$ cat src/rtl/port_own_pkg.sv
package port_own_pkg;
  typedef enum logic [1:0] {
    OWN_H1   = 2'b00,
    OWN_H2   = 2'b01,
    OWN_NONE = 2'b10
  } own_e;

  // advance one ownership step on an accepted pulse
  function automatic own_e step_owner(own_e cur, logic allow_none);
    case (cur)
      OWN_H1:  return OWN_H2;
      OWN_H2:  return allow_none ? OWN_NONE : OWN_H1;
      default: return OWN_H1;
    endcase
  endfunction

  // owner selected by a level-mode pin
  function automatic own_e level_owner(logic pin);
    return pin ? OWN_H2 : OWN_H1;
  endfunction

  // number of cycles corresponding to the programmable delay
  function automatic int unsigned hold_cycles(logic [7:0] dly, int unsigned tick);
    return int'(dly) * tick;
  endfunction
endpackage

$ cat src/rtl/pin_sync.sv
module pin_sync #(
  parameter int W      = 4,
  parameter int STAGES = 2
) (
  input  logic         clk,
  input  logic         rst_n,
  input  logic [W-1:0] d_i,
  output logic [W-1:0] q_o
);
  logic [W-1:0] sr [STAGES];

  always_ff @(posedge clk or negedge rst_n) begin
    if (!rst_n) begin
      for (int k = 0; k < STAGES; k++) sr[k] <= '0;
    end else begin
      sr[0] <= d_i;
      for (int k = 1; k < STAGES; k++) sr[k] <= sr[k-1];
    end
  end

  assign q_o = sr[STAGES-1];
endmodule

$ cat src/rtl/pulse_qual.sv
module pulse_qual #(
  parameter int CW       = 12,
  parameter int MIN_HIGH = 13
) (
  input  logic          clk,
  input  logic          rst_n,
  input  logic          clear_i,
  input  logic          pin_i,
  input  logic [CW-1:0] low_lim_i,
  output logic          accept_o
);
  typedef enum logic [1:0] {ARMED, HI_CHK, WAIT_LO, LO_CHK} qst_e;
  qst_e          st;
  logic [CW-1:0] cnt;
  logic          pin_d;
  logic          rise;

  assign rise     = pin_i & ~pin_d;
  assign accept_o = (st == HI_CHK) && pin_i && (cnt >= CW'(MIN_HIGH));

  always_ff @(posedge clk or negedge rst_n) begin
    if (!rst_n) begin
      st    <= ARMED;
      cnt   <= '0;
      pin_d <= 1'b0;
    end else begin
      pin_d <= pin_i;
      if (clear_i) begin
        st  <= ARMED;
        cnt <= '0;
      end else begin
        case (st)
          ARMED: if (rise) begin
            st  <= HI_CHK;
            cnt <= CW'(1);
          end
          HI_CHK: begin
            if (!pin_i)        st <= ARMED;
            else if (accept_o) st <= WAIT_LO;
            else               cnt <= cnt + 1'b1;
          end
          WAIT_LO: if (!pin_i) begin
            st  <= LO_CHK;
            cnt <= '0;
          end
          default: begin
            if (pin_i)                   st <= WAIT_LO;
            else if (cnt >= low_lim_i)   st <= ARMED;
            else                         cnt <= cnt + 1'b1;
          end
        endcase
      end
    end
  end
endmodule

$ cat src/rtl/level_hold.sv
module level_hold #(
  parameter int CW = 12
) (
  input  logic          clk,
  input  logic          rst_n,
  input  logic          clear_i,
  input  logic          pin_i,
  input  logic [1:0]    owner_i,
  input  logic [CW-1:0] lim_i,
  output logic          load_o
);
  logic [CW-1:0] cnt;
  logic          differ;

  assign differ = owner_i != {1'b0, pin_i};
  assign load_o = differ && !clear_i && (cnt >= lim_i);

  always_ff @(posedge clk or negedge rst_n) begin
    if (!rst_n)                         cnt <= '0;
    else if (clear_i || !differ || load_o) cnt <= '0;
    else                                cnt <= cnt + 1'b1;
  end
endmodule

$ cat src/rtl/port_owner_ctrl.sv
module port_owner_ctrl
  import port_own_pkg::*;
#(
  parameter int NP           = 4,
  parameter int SYNC_STAGES  = 2,
  parameter int MIN_HIGH_CYC = 13,
  parameter int TICK_CYC     = 8
) (
  input  logic            clk,
  input  logic            rst_n,
  input  logic [NP-1:0]   asg_pin,
  input  logic            edge_mode,
  input  logic            unasg_en,
  input  logic [7:0]      dly_val,
  output logic [2*NP-1:0] owner_o
);
  localparam int MAX_HOLD = 255 * TICK_CYC;
  localparam int CW       = $clog2(MAX_HOLD + MIN_HIGH_CYC + 2);

  logic [NP-1:0] pin_s;
  logic [NP-1:0] accept_p;
  logic [NP-1:0] load_p;
  logic [NP-1:0] step_ev;
  logic [NP-1:0] load_ev;
  logic          mode_q;
  logic          mode_chg;
  logic [CW-1:0] hold_lim;
  own_e          own_q [NP];

  assign hold_lim = CW'(hold_cycles(dly_val, TICK_CYC));
  assign mode_chg = edge_mode != mode_q;

  always_ff @(posedge clk or negedge rst_n) begin
    if (!rst_n) mode_q <= 1'b0;
    else        mode_q <= edge_mode;
  end

  pin_sync #(.W(NP), .STAGES(SYNC_STAGES)) u_sync (
    .clk(clk), .rst_n(rst_n), .d_i(asg_pin), .q_o(pin_s)
  );

  for (genvar i = 0; i < NP; i++) begin : g_port
    pulse_qual #(.CW(CW), .MIN_HIGH(MIN_HIGH_CYC)) u_qual (
      .clk(clk), .rst_n(rst_n), .clear_i(mode_chg), .pin_i(pin_s[i]),
      .low_lim_i(hold_lim), .accept_o(accept_p[i])
    );

    level_hold #(.CW(CW)) u_hold (
      .clk(clk), .rst_n(rst_n), .clear_i(mode_chg), .pin_i(pin_s[i]),
      .owner_i(own_q[i]), .lim_i(hold_lim), .load_o(load_p[i])
    );

    assign step_ev[i] = edge_mode & accept_p[i];
    assign load_ev[i] = ~edge_mode & load_p[i];

    always_ff @(posedge clk or negedge rst_n) begin
      if (!rst_n)          own_q[i] <= OWN_H1;
      else if (step_ev[i]) own_q[i] <= step_owner(own_q[i], unasg_en);
      else if (load_ev[i]) own_q[i] <= level_owner(pin_s[i]);
    end

    assign owner_o[2*i +: 2] = own_q[i];
  end
endmodule

$ cat config.mk
export PLATFORM = sky130hd
export DESIGN_NAME = port_owner_ctrl
export DESIGN_NICKNAME = d
export VERILOG_FILES = /design/src/rtl/port_own_pkg.sv /design/src/rtl/pin_sync.sv /design/src/rtl/pulse_qual.sv /design/src/rtl/level_hold.sv /design/src/rtl/port_owner_ctrl.sv
export SDC_FILE = /design/constraint.sdc
export NUM_CORES = 1
export LEC_CHECK = 0
export BUFFER_PORTS_ARGS = -buffer_cell sky130_fd_sc_hd__buf_4
export CORE_UTILIZATION = 50
export DETAILED_ROUTE_END_ITERATION = 12
export GPL_TIMING_DRIVEN = 0
export PLACE_DENSITY = 0.66
export SLEW_MARGIN = 20
export SYNTH_ARGS = -nofsm -noshare
export SYNTH_HDL_FRONTEND = slang
export SYNTH_HIERARCHICAL = 1
export SYNTH_SLANG_ARGS = --single-unit
$ cat constraint.sdc
create_clock -name clk -period 3.1 [get_ports clk]
set_input_delay 0.155 -clock clk [delete_from_list [all_inputs] [get_ports clk]]
set_output_delay 0.155 -clock clk [all_outputs]
set_load 0.05 [all_outputs]
==> results of run 1 <==
==> placed cells by master (no fill, tap or decap), drive strengths merged, types with 38 or more instances in the layout <==
cell type,n
nand2,59
nor2b,38
nor2,79
inv,123
a21oi,47
nand4,44
dfrtp,125
o21ai,55
clkbuf,40
buf,48
nand3,77
ha,112
==> registers in the layout, summed over array words and instances (netlist names) <==
name / flops
g_port.u_hold/cnt: 48
g_port.u_qual/cnt: 48
g_port.u_qual/st: 8
owner_o: 8
g_port.u_qual/pin_d: 4
u_sync/q_o: 4
u_sync/sr: 4
mode_q: 1
==> cells by family after synthesis <==
| group | count (synthesis) | share of synthesized area, % |
|---|---|---|
| buf+inv | 162 | 7.662 |
| flops | 125 | 30.75 |
| compound gates | 250 | 18.84 |
| simple gates | 437 | 24.67 |
| xor+xnor | 45 | 3.874 |
| fa+ha+maj | 112 | 13.77 |
| other cells | 1 | 0.03686 |
| mux | 4 | 0.3936 |
==> tightest hold or removal path: cells and delay by family <==
family | cells | cell delay [ns]
buffers and inverters | 1 | 0.14
AND/OR/NAND/NOR | 1 | 0.09
AO/OA/AOI/OAI | 1 | 0.05
==> where the power goes <==
part,internal (mW),switching [mW],total [mW]
Clock,1.06,0.823,1.88
Combinational,0.377,0.551,0.928
Sequential,1.69,0.0946,1.79
==> final cells by class <==
class                           instances  area (um^2)  area share, %
Sequential cell                       125         3128          27.27
Buffer                                 46        344.1          3.000
Clock buffer                           19        442.9          3.861
Tap cell                              265        331.6          2.890
Timing Repair Buffer                   31        282.8          2.465
Multi-Input combinational cell        880         6401          55.80
Inverter                              116        435.4          3.796
Clock inverter                         13        105.1         0.9162
==> worst max path at each step <==
stage	startpoint	endpoint	slack, ns
2_1_floorplan	mode_q	g_port[1].u_qual/cnt[10]	0.80
3_3_place_gp	edge_mode	g_port[1].u_qual/cnt[2]	-0.59
3_5_place_dp	g_port[2].u_qual/cnt[9]	g_port[2].u_qual/cnt[2]	0.71
4_1_cts	edge_mode	g_port[2].u_qual/cnt[10]	0.66
5_1_grt	edge_mode	g_port[2].u_qual/cnt[8]	0.47
6_report	edge_mode	g_port[2].u_qual/cnt[10]	0.59
==> stage by stage <==
stage	area (um^2)	cells	hold slack, ns	total power, mW
2_1_floorplan	10290	1167	-0.1406	2.452
3_3_place_gp	10790	1455	0.2655	2.704
3_5_place_dp	10860	1457	0.07139	2.733
4_1_cts	11470	1495	0.04261	4.642
5_1_grt	11470	1495	0.05558	4.840
6_report	11470	1495	0.06143	4.600
==> metal layers <==
metal	wire [um]	global-route usage (%)	vias to the layer above	part of all wire [%]
li1	-	-	4288	-
met2	11350	40.61	213	46
met4	371	7.258	0	1.5
met3	1175	4.967	26	4.7
met1	11970	35.66	4156	48
met5	0	0	-	0
==> key figures, run 1 <==
Status
  – Status: complete, no violations

Worst setup path
  – Reg-to-Reg Start: g_port[2].u_qual/cnt[5]
  – Crit path depth: 11
  – Largest delay contributor family on the critical path: buffers and inverters
  – CP peak stage delay: 0.54 ns
  – Worst path cell trace: dlygate4sd3_1, buf_4, buf_4, xor2_4, buf_8, inv_2, nand2_1, nor2_1, o31ai_4, nand3_1, o41ai_2
  – RR Endpoint: g_port[2].u_qual/cnt[10]
  – R2R cell count: 7
  – CP required: 3.40 ns
  – Maximum fanout along the worst path: 13
  – Slowest stage cell, crit path: dlygate4sd3_1
  – Arr. time, crit path: 2.81 ns
  – Critical path class: input pin to register
  – CP Buf/Inv Count: 5
  – R2R Setup Slk: 0.61 ns
  – Crit path top cell by count: buf_4
  – Worst Setup Start Kind: input pin
  – Endpoint type of the worst setup path: register

Worst hold path
  – Worst hold start: unasg_en
  – Hold EP: owner_o[1]
  – Hold path depth: 3
  – Worst min-delay path class: input pin to register

Clock tree
  – Setup bufs post-CTS: 0
  – Clock slew at reported path FFs: 0.06 ns
  – Root buf cell: clkbuf_16
  – Htree depth: 4
  – Clock Sinks: 125
  – Post-cts hold buffer count: 6
  – Cts repair resizes: 0
  – Num CTS Buffers: 17
  – CTS Buffer Depth: 2
  – TritonCTS clock tree: built
  – Later-pin clock latency in the skew report: 0.42 ns

Floorplan
  – CORE AREA: 19720 um^2
  – Io pins: 24
  – Row Count: 51
  – Die X: 144.6 um
  – Die ar.: 20920 um^2
  – Starting Density: 51.60%
  – Die span in y: 144.6 um

GRT
  – First-pass GRT wire length: 41880 um
  – Total Routing Usage GR: 25.73%
  – Vias in the first global route: 8210
  – Initial antenna violation count: 0
  – Total gr overflow: 0
  – Largest net degree at the start of global routing: 84

Power
  – P per Cell Area: 401.0 nW/um^2
  – Leakage power: 5.315 nW
  – VDD IR-drop max: 0.0003144 V

Route
  – DRT iter0 DRCs: 595
  – Detailed-route wire length per cell: 16.63 um
  – Antenna viol nets, final: 0
  – Drt pass-1 iters: 5
  – Routed vias/inst: 5.808
  – Final WL: 24870 um
  – Remaining DRCs: 0
  – Vias: 8683

Final layout
  – Fill cells: 1802
  – P&R area growth vs syn: 12.75%
  – Number of diodes: 0
  – Fin util: 58.18%
  – Nets: 1345
  – Layout cells sized above 1: 10.81%

Timing
  – Peak Freq: 0.3986 GHz
  – Clk_skew: 0.009201 ns
  – Post-route minimum period: 2.509 ns
  – Final hold vios: 0
  – Worst-margin pin slew: 0.5355 ns
  – Final setup viols: 0
  – Final period util: 80.92%
  – Slew Limit Fails: 0
  – RSZ-0062 raised after global routing: no
  – Setup TNS: 0 ns
  – Worst slew margin: 64.00%
  – Final worst slack: 0.5914 ns

Yosys
  – Most numerous cell in the Yosys netlist: dfrtp_1
  – Largest area contributor in the netlist: dfrtp_1
  – Ys flop type: dfrtp_1
  – Post-synth EDFFs: 0
  – Syn Inst Count: 1136
  – Top-area cell type share of the netlist area: 30.75%
  – Most common library cells after synthesis: 125 x dfrtp_1, 112 x ha_1, 112 x inv_1, 79 x nor2_1, 77 x nand3_1
  – Distinct cells, synth: 62
  – Share of the yosys chip area belonging to registers: 30.75%
  – Avg Cell Area, Syn: 8.956 um^2
  – Synth Warn #: 6
  – Synth Cell Area: 10170 um^2
  – #FFs+latches synth: 125
  – Synth top area cells: dfrtp_1 31%, ha_1 14%, inv_1 4.1%
  – Asr flop ratio synth: 100.0%

Placement
  – Gpl congestion: 0.8768
  – Post-Place Setup Slack: 0.7067 ns
  – Detailed placement HPWL: 17470 um
  – IO buf count: 23

Flow run
  – Maxcap violations: 0
Note: power is estimated with default switching activity, not from simulation.
==> run 2: changes to the inputs <==
==> constraint.sdc (replaced) <==
create_clock -name clk -period 2.5 [get_ports clk]
set_input_delay 0.125 -clock clk [delete_from_list [all_inputs] [get_ports clk]]
set_output_delay 0.125 -clock clk [all_outputs]
set_load 0.05 [all_outputs]
==> key figures, run 2 (synthesis gave the netlist of run 1 again) <==
Clock tree
  – Num CTS Buffers: 17 (unchanged)
  – Htree depth: 4 (unchanged)
  – TritonCTS clock tree: built
  – Root buf cell: clkbuf_16
  – CTS Buffer Depth: 2 (unchanged)
  – Clock slew at reported path FFs: 0.06 ns (about the same)
  – Later-pin clock latency in the skew report: 0.42 ns (about the same)
  – Clock Sinks: 125 (unchanged)

Worst setup path
  – Arr. time, crit path: 2.72 ns (-0.09 ns)
  – CP Launch Point: g_port[0].u_qual/cnt[5]
  – Maximum fanout along the worst path: 9 (-4)
  – CP required: 2.81 ns (-0.59 ns)
  – Slowest stage cell, crit path: o31ai_4
  – Endpoint type of the worst setup path: register
  – Reg-to-Reg Start: g_port[0].u_qual/cnt[5]
  – Critical path class: register to register
  – Worst path cell trace: ha_1, a21o_1, nand3_1, a21oi_1, o31ai_4, nand2_1, a22o_1
  – CP peak stage delay: 0.49 ns (-0.05 ns)
  – Worst Setup Start Kind: register

Route
  – DRT iter0 DRCs: 609 (+2.4%)
  – Drt pass-1 iters: 5 (unchanged)
  – Final WL: 24990 um (+0.48%)
  – Detailed-route wire length per cell: 16.63 um (about the same)
  – Remaining DRCs: 0 (unchanged)
  – Antenna viol nets, final: 0 (unchanged)
  – Vias: 8755 (+0.83%)
  – Routed vias/inst: 5.825 (+0.29%)

Floorplan
  – Io pins: 24 (unchanged)
  – Row Count: 51 (unchanged)
  – Starting Density: 51.60% (unchanged)
  – CORE AREA: 19720 um^2 (unchanged)
  – Die X: 144.6 um (unchanged)
  – Die ar.: 20920 um^2 (unchanged)
  – Die span in y: 144.6 um (unchanged)

Final layout
  – Biggest regs: g_port.u_hold/cnt x48, g_port.u_qual/cnt x48
  – Commonest non-fill, non-tap cell in the layout: dfrtp_1
  – P&R area growth vs syn: 13.53%
  – Most frequent cells in the layout: 125 x dfrtp_1, 112 x inv_1, 112 x ha_1, 78 x nor2_1, 77 x nand3_1
  – Nets: 1353 (+0.59%)
  – Fin util: 58.58% (+0.40 points)
  – Layout Cells excl Fill: 1503 (+0.54%)
  – Number of diodes: 0 (unchanged)
  – Layout cells sized above 1: 11.71% (+0.90 points)

Timing
  – Clk_skew: 0.008222 ns (-0.0009789 ns)
  – Hold_ws: 0.02851 ns (-0.03292 ns)
  – Final setup viols: 0 (unchanged)
  – Setup TNS: 0 ns (unchanged)
  – Final period util: 96.59%
  – Slew Limit Fails: 0 (unchanged)
  – Final hold vios: 0 (unchanged)
  – Post-route minimum period: 2.415 ns
  – Peak Freq: 0.4141 GHz
  – Worst slew margin: 64.76% (+0.76 points)
  – RSZ-0062 raised after global routing: no
  – Worst-margin pin slew: 0.5242 ns (-0.01133 ns)

GRT
  – Initial antenna violation count: 0 (unchanged)
  – Largest net degree at the start of global routing: 84 (unchanged)
  – Total Routing Usage GR: 25.73% (unchanged)
  – First-pass GRT wire length: 41880 um (unchanged)
  – Total gr overflow: 0 (unchanged)
  – Vias in the first global route: 8210 (unchanged)

Placement
  – Detailed placement HPWL: 17470 um (unchanged)
  – Post-Place Cells: 1457 (unchanged)
  – Gpl congestion: 0.8768 (unchanged)
  – IO buf count: 23 (unchanged)

Power
  – Power Total: 5.721 mW (+24%)
  – VDD IR-drop max: 0.0003921 V (+25%)
  – Leakage power: 5.358 nW (+0.80%)
  – P per Cell Area: 495.3 nW/um^2 (+24%)

Flow run
  – Maxcap violations: 0 (unchanged)

Status
  – Status: complete, no violations

Worst hold path
  – Worst min-delay path class: input pin to register
  – Worst hold start: unasg_en
==> run 2: cell types whose count changed in the layout (fill, tap and decap cells not counted), sizes merged <==
cell / previous run / this run
buf: 48 / 56
==> run 2: worst paths after layout <==
check / to / slack [ns] / depth (start not counted)
min reg2reg: u_sync/q_o[0] / 0.35 / 0
min: owner_o[1] / 0.03 / 3
max in group asynchronous: g_port[1].u_qual/cnt[9] / 1.59 / 3
min in group asynchronous: g_port[2].u_qual/cnt[1] / 0.18 / 2
max: g_port[0].u_qual/cnt[2] / 0.09 / 7
max reg2reg: g_port[0].u_qual/cnt[2] / 0.09 / 7
==> run 2: power breakdown <==
| group | internal [mW] | switching, mW | leakage, nW | total, mW |
|---|---|---|---|---|
| registers | 2.10 | 0.118 | 1.69 | 2.22 |
| logic | 0.476 | 0.686 | 3.41 | 1.16 |
| clock network | 1.31 | 1.02 | 0.258 | 2.34 |
==> run 2: cell type report <==
class                           count  area [um^2]
Clock inverter                     13        105.1
Timing Repair Buffer               39        355.3
Fill cell                        1794         8168
Tap cell                          265        331.6
Buffer                             46        345.3
Sequential cell                   125         3128
Inverter                          116        435.4
Multi-Input combinational cell    880         6406
Clock buffer                       19        442.9
==> run 2: metrics by stage <==
| stage | cell area, um^2 | setup WS, ns |
|---|---|---|
| finish | 11550 | 0.08520 |
| global route | 11550 | 0.00003264 |
| CTS | 11470 | 0.09052 |
| detailed placement | 10860 | 0.1067 |
| global placement | 10790 | -1.165 |
| floorplan | 10290 | 0.2025 |
==> run 2: per-layer routing <==
layer | track usage, % | wire length [um] | vias up | part of all wire (%)
met5 | 0 | 0 | - | 0
met4 | 7.258 | 365 | 0 | 1.5
met3 | 4.967 | 1225 | 25 | 4.9
met2 | 40.61 | 11380 | 227 | 46
met1 | 35.66 | 12020 | 4197 | 48
li1 | - | - | 4306 | -
==> run 2: worst max-delay path, delay by kind of cell, from the launching register on <==
family / cells / cell delay (ns)
AOI/OAI and AO/OA: 4 / 1.12
DFF: 1 / 0.47
and+or+nand+nor: 2 / 0.39
adders and majority gates: 1 / 0.33
==> run 2: what timing repair did <==
item                                   4_1_cts  5_1_grt
gates resized for setup                      0        5
setup endpoints to repair                    0       11
endpoints found under the hold margin       47        0
buffers inserted                             0        8
hold buffers                                 6        0
